`config.mk`:
```
export PLATFORM = sky130hd
export DESIGN_NAME = dly_oneshot
export DESIGN_NICKNAME = d
export VERILOG_FILES = /design/src/rtl/dlyp_pkg.sv /design/src/rtl/dlyp_sync_edge.sv /design/src/rtl/dlyp_chan.sv /design/src/rtl/dly_oneshot.sv
export SDC_FILE = /design/constraint.sdc
export NUM_CORES = 1
export LEC_CHECK = 0
export ABC_AREA = 1
export BUFFER_PORTS_ARGS = -buffer_cell sky130_fd_sc_hd__clkbuf_2
export CORE_MARGIN = 4
export CORE_UTILIZATION = 60
export DETAILED_ROUTE_END_ITERATION = 6
export GPL_ROUTABILITY_DRIVEN = 0
export HOLD_SLACK_MARGIN = 0.1
export PLACE_DENSITY = 0.82
export SLEW_MARGIN = 5
export SYNTH_ARGS = -nofsm -noshare
export SYNTH_HDL_FRONTEND = slang
export SYNTH_SLANG_ARGS = --single-unit
```
`constraint.sdc`:
```
create_clock -name clk -period 3.7 [get_ports clk]
set_input_delay 0.74 -clock clk [delete_from_list [all_inputs] [get_ports clk]]
set_output_delay 0.74 -clock clk [all_outputs]
set_load 0.02 [all_outputs]
```
`src/rtl/dlyp_pkg.sv`:
```
package dlyp_pkg;
  localparam int DEF_CNT_W  = 16;
  localparam int DEF_STAGES = 2;

  // per-channel control flags
  typedef struct packed {
    logic run;  // counting down
    logic arm;  // start seen, waiting for the next tick to load
  } chan_flags_t;
endpackage

```
`src/rtl/dlyp_sync_edge.sv`:
```
module dlyp_sync_edge #(
  parameter int STAGES = dlyp_pkg::DEF_STAGES
) (
  input  logic clk,
  input  logic rst_n,
  input  logic din,
  output logic rise
);
  localparam int TOP = STAGES;

  logic [TOP:0] sh;

  // sh[0..STAGES-1] is the synchronizer chain; sh[TOP] holds the previous level
  generate
    for (genvar i = 0; i <= TOP; i++) begin : g_stage
      if (i == 0) begin : g_first
        always_ff @(posedge clk or negedge rst_n)
          if (!rst_n) sh[0] <= 1'b0;
          else        sh[0] <= din;
      end else begin : g_next
        always_ff @(posedge clk or negedge rst_n)
          if (!rst_n) sh[i] <= 1'b0;
          else        sh[i] <= sh[i-1];
      end
    end
  endgenerate

  assign rise = sh[TOP-1] & ~sh[TOP];
endmodule

```
`src/rtl/dlyp_chan.sv`:
```
module dlyp_chan
  import dlyp_pkg::*;
#(
  parameter int CNT_W = DEF_CNT_W
) (
  input  logic             clk,
  input  logic             rst_n,
  input  logic             tick,
  input  logic             start,
  input  logic [CNT_W-1:0] rld,
  output logic             running,
  output logic             done
);
  localparam logic [CNT_W-1:0] ONE  = CNT_W'(1);
  localparam logic [CNT_W-1:0] ZERO = '0;

  chan_flags_t      fl;
  logic [CNT_W-1:0] cnt;
  logic             pending, load, expire;

  assign pending = start | fl.arm;
  assign load    = tick & pending;
  assign expire  = tick & fl.run & (cnt == ONE) & ~pending;

  always_ff @(posedge clk or negedge rst_n) begin
    if (!rst_n) begin
      fl   <= '0;
      cnt  <= ZERO;
      done <= 1'b0;
    end else begin
      done <= (load & (rld == ZERO)) | expire;
      if (load) begin
        // reload value is sampled only here
        cnt    <= rld;
        fl.run <= (rld != ZERO);
        fl.arm <= 1'b0;
      end else begin
        if (start) fl.arm <= 1'b1;
        if (tick && fl.run) begin
          if (cnt == ONE) begin
            cnt    <= ZERO;
            fl.run <= 1'b0;
          end else begin
            cnt <= cnt - ONE;
          end
        end
      end
    end
  end

  assign running = fl.run;
endmodule

```
`src/rtl/dly_oneshot.sv`:
```
module dly_oneshot
  import dlyp_pkg::*;
#(
  parameter int CNT_W  = DEF_CNT_W,
  parameter int STAGES = DEF_STAGES
) (
  input  logic             clk,
  input  logic             rst_n,
  input  logic             tick,
  input  logic             trig_in,
  input  logic             sw_start,
  input  logic [CNT_W-1:0] delay_rld,
  input  logic [CNT_W-1:0] width_rld,
  output logic             pulse_out,
  output logic             delay_done,
  output logic             width_done
);
  logic pin_rise;
  logic trig_q;
  logic m_busy, m_done;
  logic s_busy, s_done;

  dlyp_sync_edge #(.STAGES(STAGES)) u_sync (
    .clk  (clk),
    .rst_n(rst_n),
    .din  (trig_in),
    .rise (pin_rise)
  );

  // registered start event: its cycle plays the same role as a done strobe
  always_ff @(posedge clk or negedge rst_n)
    if (!rst_n) trig_q <= 1'b0;
    else        trig_q <= pin_rise | sw_start;

  dlyp_chan #(.CNT_W(CNT_W)) u_delay (
    .clk    (clk),
    .rst_n  (rst_n),
    .tick   (tick),
    .start  (trig_q),
    .rld    (delay_rld),
    .running(m_busy),
    .done   (m_done)
  );

  dlyp_chan #(.CNT_W(CNT_W)) u_width (
    .clk    (clk),
    .rst_n  (rst_n),
    .tick   (tick),
    .start  (m_done),
    .rld    (width_rld),
    .running(s_busy),
    .done   (s_done)
  );

  assign pulse_out  = s_busy;
  assign delay_done = m_done;
  assign width_done = s_done;
endmodule

```
==> results of run 1 <==
==> layer usage <==
layer,up-vias,wire length (um),share of wire (%),global-route usage [%]
li1,1380,-,-,-
met1,1309,2770,40,30.4
met2,120,3400,50,41.7
met3,23,450,6.6,4.85
met4,0,230,3.4,11.5
met5,-,0,0,0
==> flip-flops by register name, summed over array words and instances, names as in the netlist <==
register         count
trig_q               1
u_delay.cnt         16
u_delay.done         1
u_delay.fl           1
u_delay.running      1
u_sync.sh            3
u_width.cnt         16
u_width.done         1
u_width.fl           1
u_width.running      1
==> kinds of logic (layout without fill, tap and decap cells) <==
logic type / Yosys count / after routing / synth area share, %
simple gates: 245 / 245 / 37.1
buf+inv: 72 / 114 / 10.6
flops: 42 / 42 / 37.8
compound gates: 40 / 40 / 9.27
xor+xnor: 11 / 11 / 3.46
fa+ha+maj: 4 / 4 / 1.80
==> power groups by stage <==
stage	Clock, uW	Combinational (uW)	Sequential, uW
final	444	602	691
after global routing	472	700	708
after CTS	450	600	687
after detailed placement	0	595	696
after global placement	0	574	693
after floorplan	0	466	664
==> synth_stat cells (all sizes together) <==
master | instances | area (sq um)
o21ai | 15 | 86.3
nand3b | 2 | 15.0
o22ai | 9 | 56.3
nor4 | 2 | 12.5
nand3 | 48 | 245
buf | 5 | 42.5
a21oi | 2 | 10.0
ha | 4 | 50.1
nor3 | 4 | 20.0
xor2 | 11 | 96.3
dfrtp | 42 | 1050
inv | 67 | 251
nand4 | 5 | 31.3
nor2 | 58 | 223
o21bai | 14 | 105
nand2 | 126 | 485
==> worst max-delay path by stage <==
stage,startpoint,to,slack (ps),depth (start not counted)
6_report,tick,u_delay.cnt[5]$_DFFE_PN0P_,1770,7
5_1_grt,tick,u_delay.cnt[5]$_DFFE_PN0P_,1600,7
4_1_cts,tick,u_delay.cnt[5]$_DFFE_PN0P_,1800,7
3_5_place_dp,tick,u_delay.cnt[5]$_DFFE_PN0P_,1490,7
3_3_place_gp,tick,u_delay.cnt[6]$_DFFE_PN0P_,1570,7
2_1_floorplan,tick,u_delay.cnt[3]$_DFFE_PN0P_,2190,7
==> metrics by stage <==
step	instance area, sq um	std cells	setup WS (ps)	utilization [%]
after floorplan	2780	414	2190	-
after global placement	3000	500	1570	67.9
after detailed placement	3000	500	1490	67.9
after global routing	3140	508	1600	71.1
after CTS	3140	508	1800	71.1
final	3140	508	1770	71.1
==> area by class of cell <==
cell class / instances / area [sq um] / area share (%)
Multi-Input combinational cell: 300 / 1440 / 45.8
Sequential cell: 42 / 1050 / 33.5
Inverter: 67 / 251 / 8.02
Timing Repair Buffer: 39 / 195 / 6.22
Clock buffer: 5 / 68.8 / 2.19
Clock inverter: 3 / 68.8 / 2.19
Tap cell: 52 / 65.1 / 2.07
==> out/metrics.cfg, run 1 <==
[run]
timing.max_cap.violations = 0

[synth]
synth.yosys.warnings = 0
syn_area_per_cell_sq_um = 6.72
count_of_mapped_cells_out_of_synthesis = 414
synth_fp_nets = 455
yosysSeqAreaShare_pct = 37.8
synth_area_sq_mm = 0.00278
ys_ff_latch = 42
synth_cell_types = 24

[worst_setup_path]
cp_cell_sequence = clkbuf_2 -> nand2_1 -> nand2_2 -> inv_1 -> nand2_1 -> o21ai_0 -> o21bai_1
critical_path_arrival_ps = 2120
critPathLaunchType = input port
slowest_stage = nand2_2
critical_path.max_fanout = 19
critPathKind = input port to flip-flop
max_stage_delay_ps = 390
path_common_cell = nand2_1
worst_r2r_endpoint = u_delay.cnt[5]$_DFFE_PN0P_
worstRegToRegCells = 8
reg2reg_from = trig_q$_DFF_PN0_
critical_path_buf_inv_count = 2
worst_ep_required_time_ps = 3890
endpoint_kind = flip-flop
crit_family = simple AND/OR/NAND/NOR gates
worst-r2r-setup-slack_ps = 1930

[detailed_routing]
drt_drc_violations_left = 0
post_drt_wl_per_cell_um = 13.5
detailedRoute.firstIterationViolations = 270
number_of_nets_with_antenna_violations_after_routing = 0
route.vias.total = 2832
totalWireLength_um = 6850
vias_per_cell = 5.57
firstDrtPassIters = 5

[power_and_ir_drop]
pwr-share-clk_pct = 25.6
pwr-share-seq_pct = 39.8
power_density_mw_per_mm2 = 554
p_leak_uw = 0.00167
internal_power_uw = 1060
vdd.ir_drop.worst_mv = 0.320
p_sw_uw = 673
switching_share_pct = 38.7
power.combinational.fraction_pct = 34.7
fin_total_pwr_uw = 1740

[hold_path]
min_path_type = flip-flop to flip-flop
whs_endpoint = u_sync.sh[1]$_DFF_PN0_
worstHoldStart = u_sync.sh[0]$_DFF_PN0_
hold_depth = 0

[clocking]
cts_htree_levels = 2
clock_tree.root_cell = clkbuf_8
clk-insertion-delay-late_ps = 300
cts_made_buffers = 5
clk_pin_slew_worst_paths_ps = 90
cts_resized = 0
clock_path_buffers = 2
cts_post_setup_buffers_inserted = 0
cts_tree = done
cts.sinks = 42
cts-hold-fix-buffers = 0

[final_layout]
synthToLayoutAreaGrowth_pct = 12.8
n_antenna_cell = 0
final_layout_net_count = 496
fillCellCount = 351
final_common_cell = nand2_1
mostFrequentLayoutCells = nand2_1, inv_1, nor2_1
post_route_cells_drive_above_1_share_pct = 12.1

[sta]
rsz_0062_raised_after_global_routing = false
fin_tns_setup_ps = 0
tightest_slew_ps = 1040
timing.final.crit_period_ps = 1930
post-route-period-util_pct = 52.2
fin_hold_ws_ps = 368
max-slew-margin-rel_pct = 30.6
worst_clock_skew_ps = 7.32
drv_slew = 0
timing.fmax_mhz = 518
final-setup-viol-count = 0
finalHoldViolCount = 0

[grt]
number_of_antenna_violations_at_the_first_check_in_global_routing = 0
grt_start_max_net_pins = 43
grt_pass1_wl_um = 12000
grt-ovfl-total = 0
via_count_of_the_first_global_routing_pass = 2698
track_usage_pct = 24.8

[floorplanning]
floorplan.initialDensity_pct = 63.0
fp.dieArea_sq_mm = 0.00579
die-width_um = 76.1
die-height_um = 76.1
coreArea_sq_mm = 0.00441
std_cell_rows = 24
ios = 40

[outcome]
outcome = complete, no violations

[place]
dp.final_hpwl_um = 5210
port-buffer-count = 39

Power figures use the tool's default switching activity.
==> run 2: changes to the inputs <==
Settings changed: ABC_AREA 1 to 0, CORE_UTILIZATION 60 to 56, PLACE_DENSITY 0.82 to 0.78.
Clock period 3.7 ns to 2 ns, I/O delays scaled along.
==> out/metrics.cfg, run 2 <==
[power_and_ir_drop]
vdd.ir_drop.worst_mv = 0.652  ; +100%
power_density_mw_per_mm2 = 747  ; +35%
fin_total_pwr_uw = 2700  ; +56%
p_leak_uw = 0.00153  ; -8.4%

[sta]
post-route-period-util_pct = 109
fin_tns_setup_ps = -1480  ; -1480 ps
worst_clock_skew_ps = 14.1  ; +6.81 ps
fin_ws_ps = -183  ; -1950 ps
finalHoldViolCount = 0  ; unchanged
rsz_0062_raised_after_global_routing = true
timing.final.crit_period_ps = 2180
tightest_slew_ps = 800  ; -241 ps
max-slew-margin-rel_pct = 46.3  ; +16 points
final-setup-viol-count = 21  ; +21
drv_slew = 0  ; unchanged
timing.fmax_mhz = 458

[grt]
grt_start_max_net_pins = 23  ; -47%
track_usage_pct = 29.5  ; +4.7 points
via_count_of_the_first_global_routing_pass = 2634  ; -2.4%
grt_pass1_wl_um = 12300  ; +2.8%
grt-ovfl-total = 0  ; unchanged
number_of_antenna_violations_at_the_first_check_in_global_routing = 0  ; unchanged

[outcome]
outcome = complete, but fails checks
failed_checks = setup timing

[synth]
yosysSeqAreaShare_pct = 43.1  ; +5.3 points
synth.yosys.warnings = 0  ; unchanged
synth.area.top_cells = dfrtp_1, a22oi_1, o21ai_0, nor2_1, nor4_1
ys_top_cells_by_count = dfrtp_1, o21ai_0, nor2_1
synthFlopType = dfrtp_1
synth_enable_flop_cells = 0  ; unchanged
synth_cell_types = 53  ; +120%
ys_ff_latch = 42  ; unchanged
postSynth.asyncResetShare_pct = 100  ; unchanged
post-synth-top-count-cell = dfrtp_1
synthDominantAreaCellType = dfrtp_1
syn_area_per_cell_sq_um = 9.24  ; +37%
yosysTopAreaCellShare_pct = 43.1  ; +5.3 points
synth_fp_nets = 305  ; -33%
synth_area_sq_mm = 0.00244  ; -12%
count_of_mapped_cells_out_of_synthesis = 264  ; -36%

[final_layout]
fillCellCount = 184  ; -48%
n_antenna_cell = 0  ; unchanged
post_route_cells_drive_above_1_share_pct = 43.2  ; +31 points
layout_top_registers = u_delay.cnt (16), u_width.cnt (16), u_sync.sh (3)
final_common_cell = buf_4
sequential_cell_area_sq_mm = 0.00105  ; unchanged
final_design_area_no_fill_sq_mm = 0.00362  ; +15%
finish.cell_count_without_fillers = 425  ; -16%
final_layout_net_count = 415  ; -16%
multi_input_gate_area_in_the_final_layout_sq_mm = 0.00160  ; +11%
synthToLayoutAreaGrowth_pct = 48.4
mostFrequentLayoutCells = buf_4, dfrtp_1, clkbuf_2

[clocking]
clock_path_buffers = 2  ; unchanged
clk_pin_slew_worst_paths_ps = 80  ; about the same
cts.sinks = 42  ; unchanged
cts_htree_levels = 2  ; unchanged
cts_tree = done
clock_tree.root_cell = clkbuf_8
clk-insertion-delay-late_ps = 300  ; about the same
cts_made_buffers = 5  ; unchanged

[floorplanning]
fp.dieArea_sq_mm = 0.00547  ; -5.4%
die-height_um = 74.0  ; -2.8%
die-width_um = 74.0  ; -2.8%
std_cell_rows = 23  ; -4.2%
ios = 40  ; unchanged
floorplan.initialDensity_pct = 59.3  ; -3.8 points
coreArea_sq_mm = 0.00412  ; -6.8%

[hold_path]
worstHoldStart = trig_in
min_path_type = input port to flip-flop

[detailed_routing]
detailedRoute.firstIterationViolations = 520  ; +93%
number_of_nets_with_antenna_violations_after_routing = 0  ; unchanged
totalWireLength_um = 8830  ; +29%
firstDrtPassIters = 6  ; +1
post_drt_wl_per_cell_um = 20.8  ; +54%
route.vias.total = 2948  ; +4.1%
drt_drc_violations_left = 0  ; unchanged
vias_per_cell = 6.94  ; +24%

[place]
dp.final_hpwl_um = 5500  ; +5.6%
dp_cells = 410  ; -18%
port-buffer-count = 39  ; unchanged
place_area_sq_mm = 0.00320  ; +6.6%

[worst_setup_path]
endpoint_kind = flip-flop
worst_ep_required_time_ps = 2190  ; -1700 ps
worst-r2r-setup-slack_ps = -180  ; -2110 ps
critPathLaunchType = flip-flop
cp-startpoint = u_delay.cnt[5]$_DFFE_PN0P_
reg2reg_from = u_delay.cnt[5]$_DFFE_PN0P_
critical_path_arrival_ps = 2370  ; +250 ps
critPathKind = flip-flop to flip-flop
critical_path.max_fanout = 4  ; -15

[run]
timing.max_cap.violations = 0  ; unchanged

-- run 2: cell types whose count changed after synthesis, moves of 7 or more --
cell,change
a21o_1,+7
o21ai_0,+9
o22ai_1,-9
nand2_1,-106
inv_1,-59
nand3_1,-35
a22oi_1,+16
xor2_1,-9
nor2_1,-34
nor4_1,+9
o21bai_1,-13
clkbuf_1,+7
or3_1,+7
-- run 2: layout make-up --
type / instances / area share [%]
clock buffers: 6 / 2.00
clock inverters: 2 / 1.04
inverters: 7 / 0.726
multi-input cells: 207 / 44.1
flip-flops and latches: 42 / 29.0
well taps: 50 / 1.73
repair buffers: 111 / 21.4
-- run 2: final timing paths --
kind | end | cells after the start
hold / removal | u_sync.sh[0]$_DFF_PN0_ | 1
hold reg to reg | u_sync.sh[1]$_DFF_PN0_ | 0
setup / recovery | u_delay.cnt[4]$_DFFE_PN0P_ | 6
setup reg to reg | u_delay.cnt[4]$_DFFE_PN0P_ | 6
min in group asynchronous | u_width.cnt[10]$_DFFE_PN0P_ | 2
max in group asynchronous | u_width.cnt[0]$_DFFE_PN0P_ | 3
-- run 2: per-stage QoR --
stage	hold WS (ps)	setup slack [ps]	util (%)
final	200	-183	88.0
after global routing	191	-279	88.0
after CTS	198	-86.2	83.0
after detailed placement	346	-102	77.7
after global placement	345	-60.3	77.7
after floorplan	104	-74.4	-
-- run 2: critical path: stages (launching register included) --
cell and delay, ps:
dfrtp_1 400, or4_4 580, nor4_4 330, buf_4 200, a21o_1 210, o31ai_1 90, a221o_1 260
-- run 2: kinds of logic (layout without fill, tap and decap cells) --
logic type                 after synthesis  after routing  synth area share (%)
AOI/OAI and AO/OA                       93             93                  26.8
xor gates and xnor gates                 3              3                  1.08
adders and majority gates                4              4                  2.05
buffers and inverters                   15            126                  2.36
DFF                                     42             42                  43.1
muxes                                    3              3                  1.23
and+or+nand+nor                        104            104                  23.4
-- run 2: what timing repair did --
item                                    in CTS  in global routing
endpoints found under the setup margin      22                 24
gates resized for setup                     22                 45
pin swaps                                    4                 10
hold buffers                                 1                  0
buffers inserted                             2                  5
endpoints found under the hold margin       20                  0
-- run 2: routing by layer --
| layer | share of wire, % | up-vias | wire length, um | track usage [%] |
|---|---|---|---|---|
| met5 | 0 | - | 0 | 0 |
| met4 | 5.3 | 0 | 467 | 10.5 |
| met3 | 11 | 64 | 973 | 5.27 |
| met2 | 47 | 235 | 4130 | 47.4 |
| met1 | 37 | 1386 | 3270 | 40.2 |
| li1 | - | 1263 | - | - |
-- run 2: power by group --
group	internal, uW	total, uW	switching [uW]
clock	373	680	308
sequential	971	1080	112
combinational	463	939	476
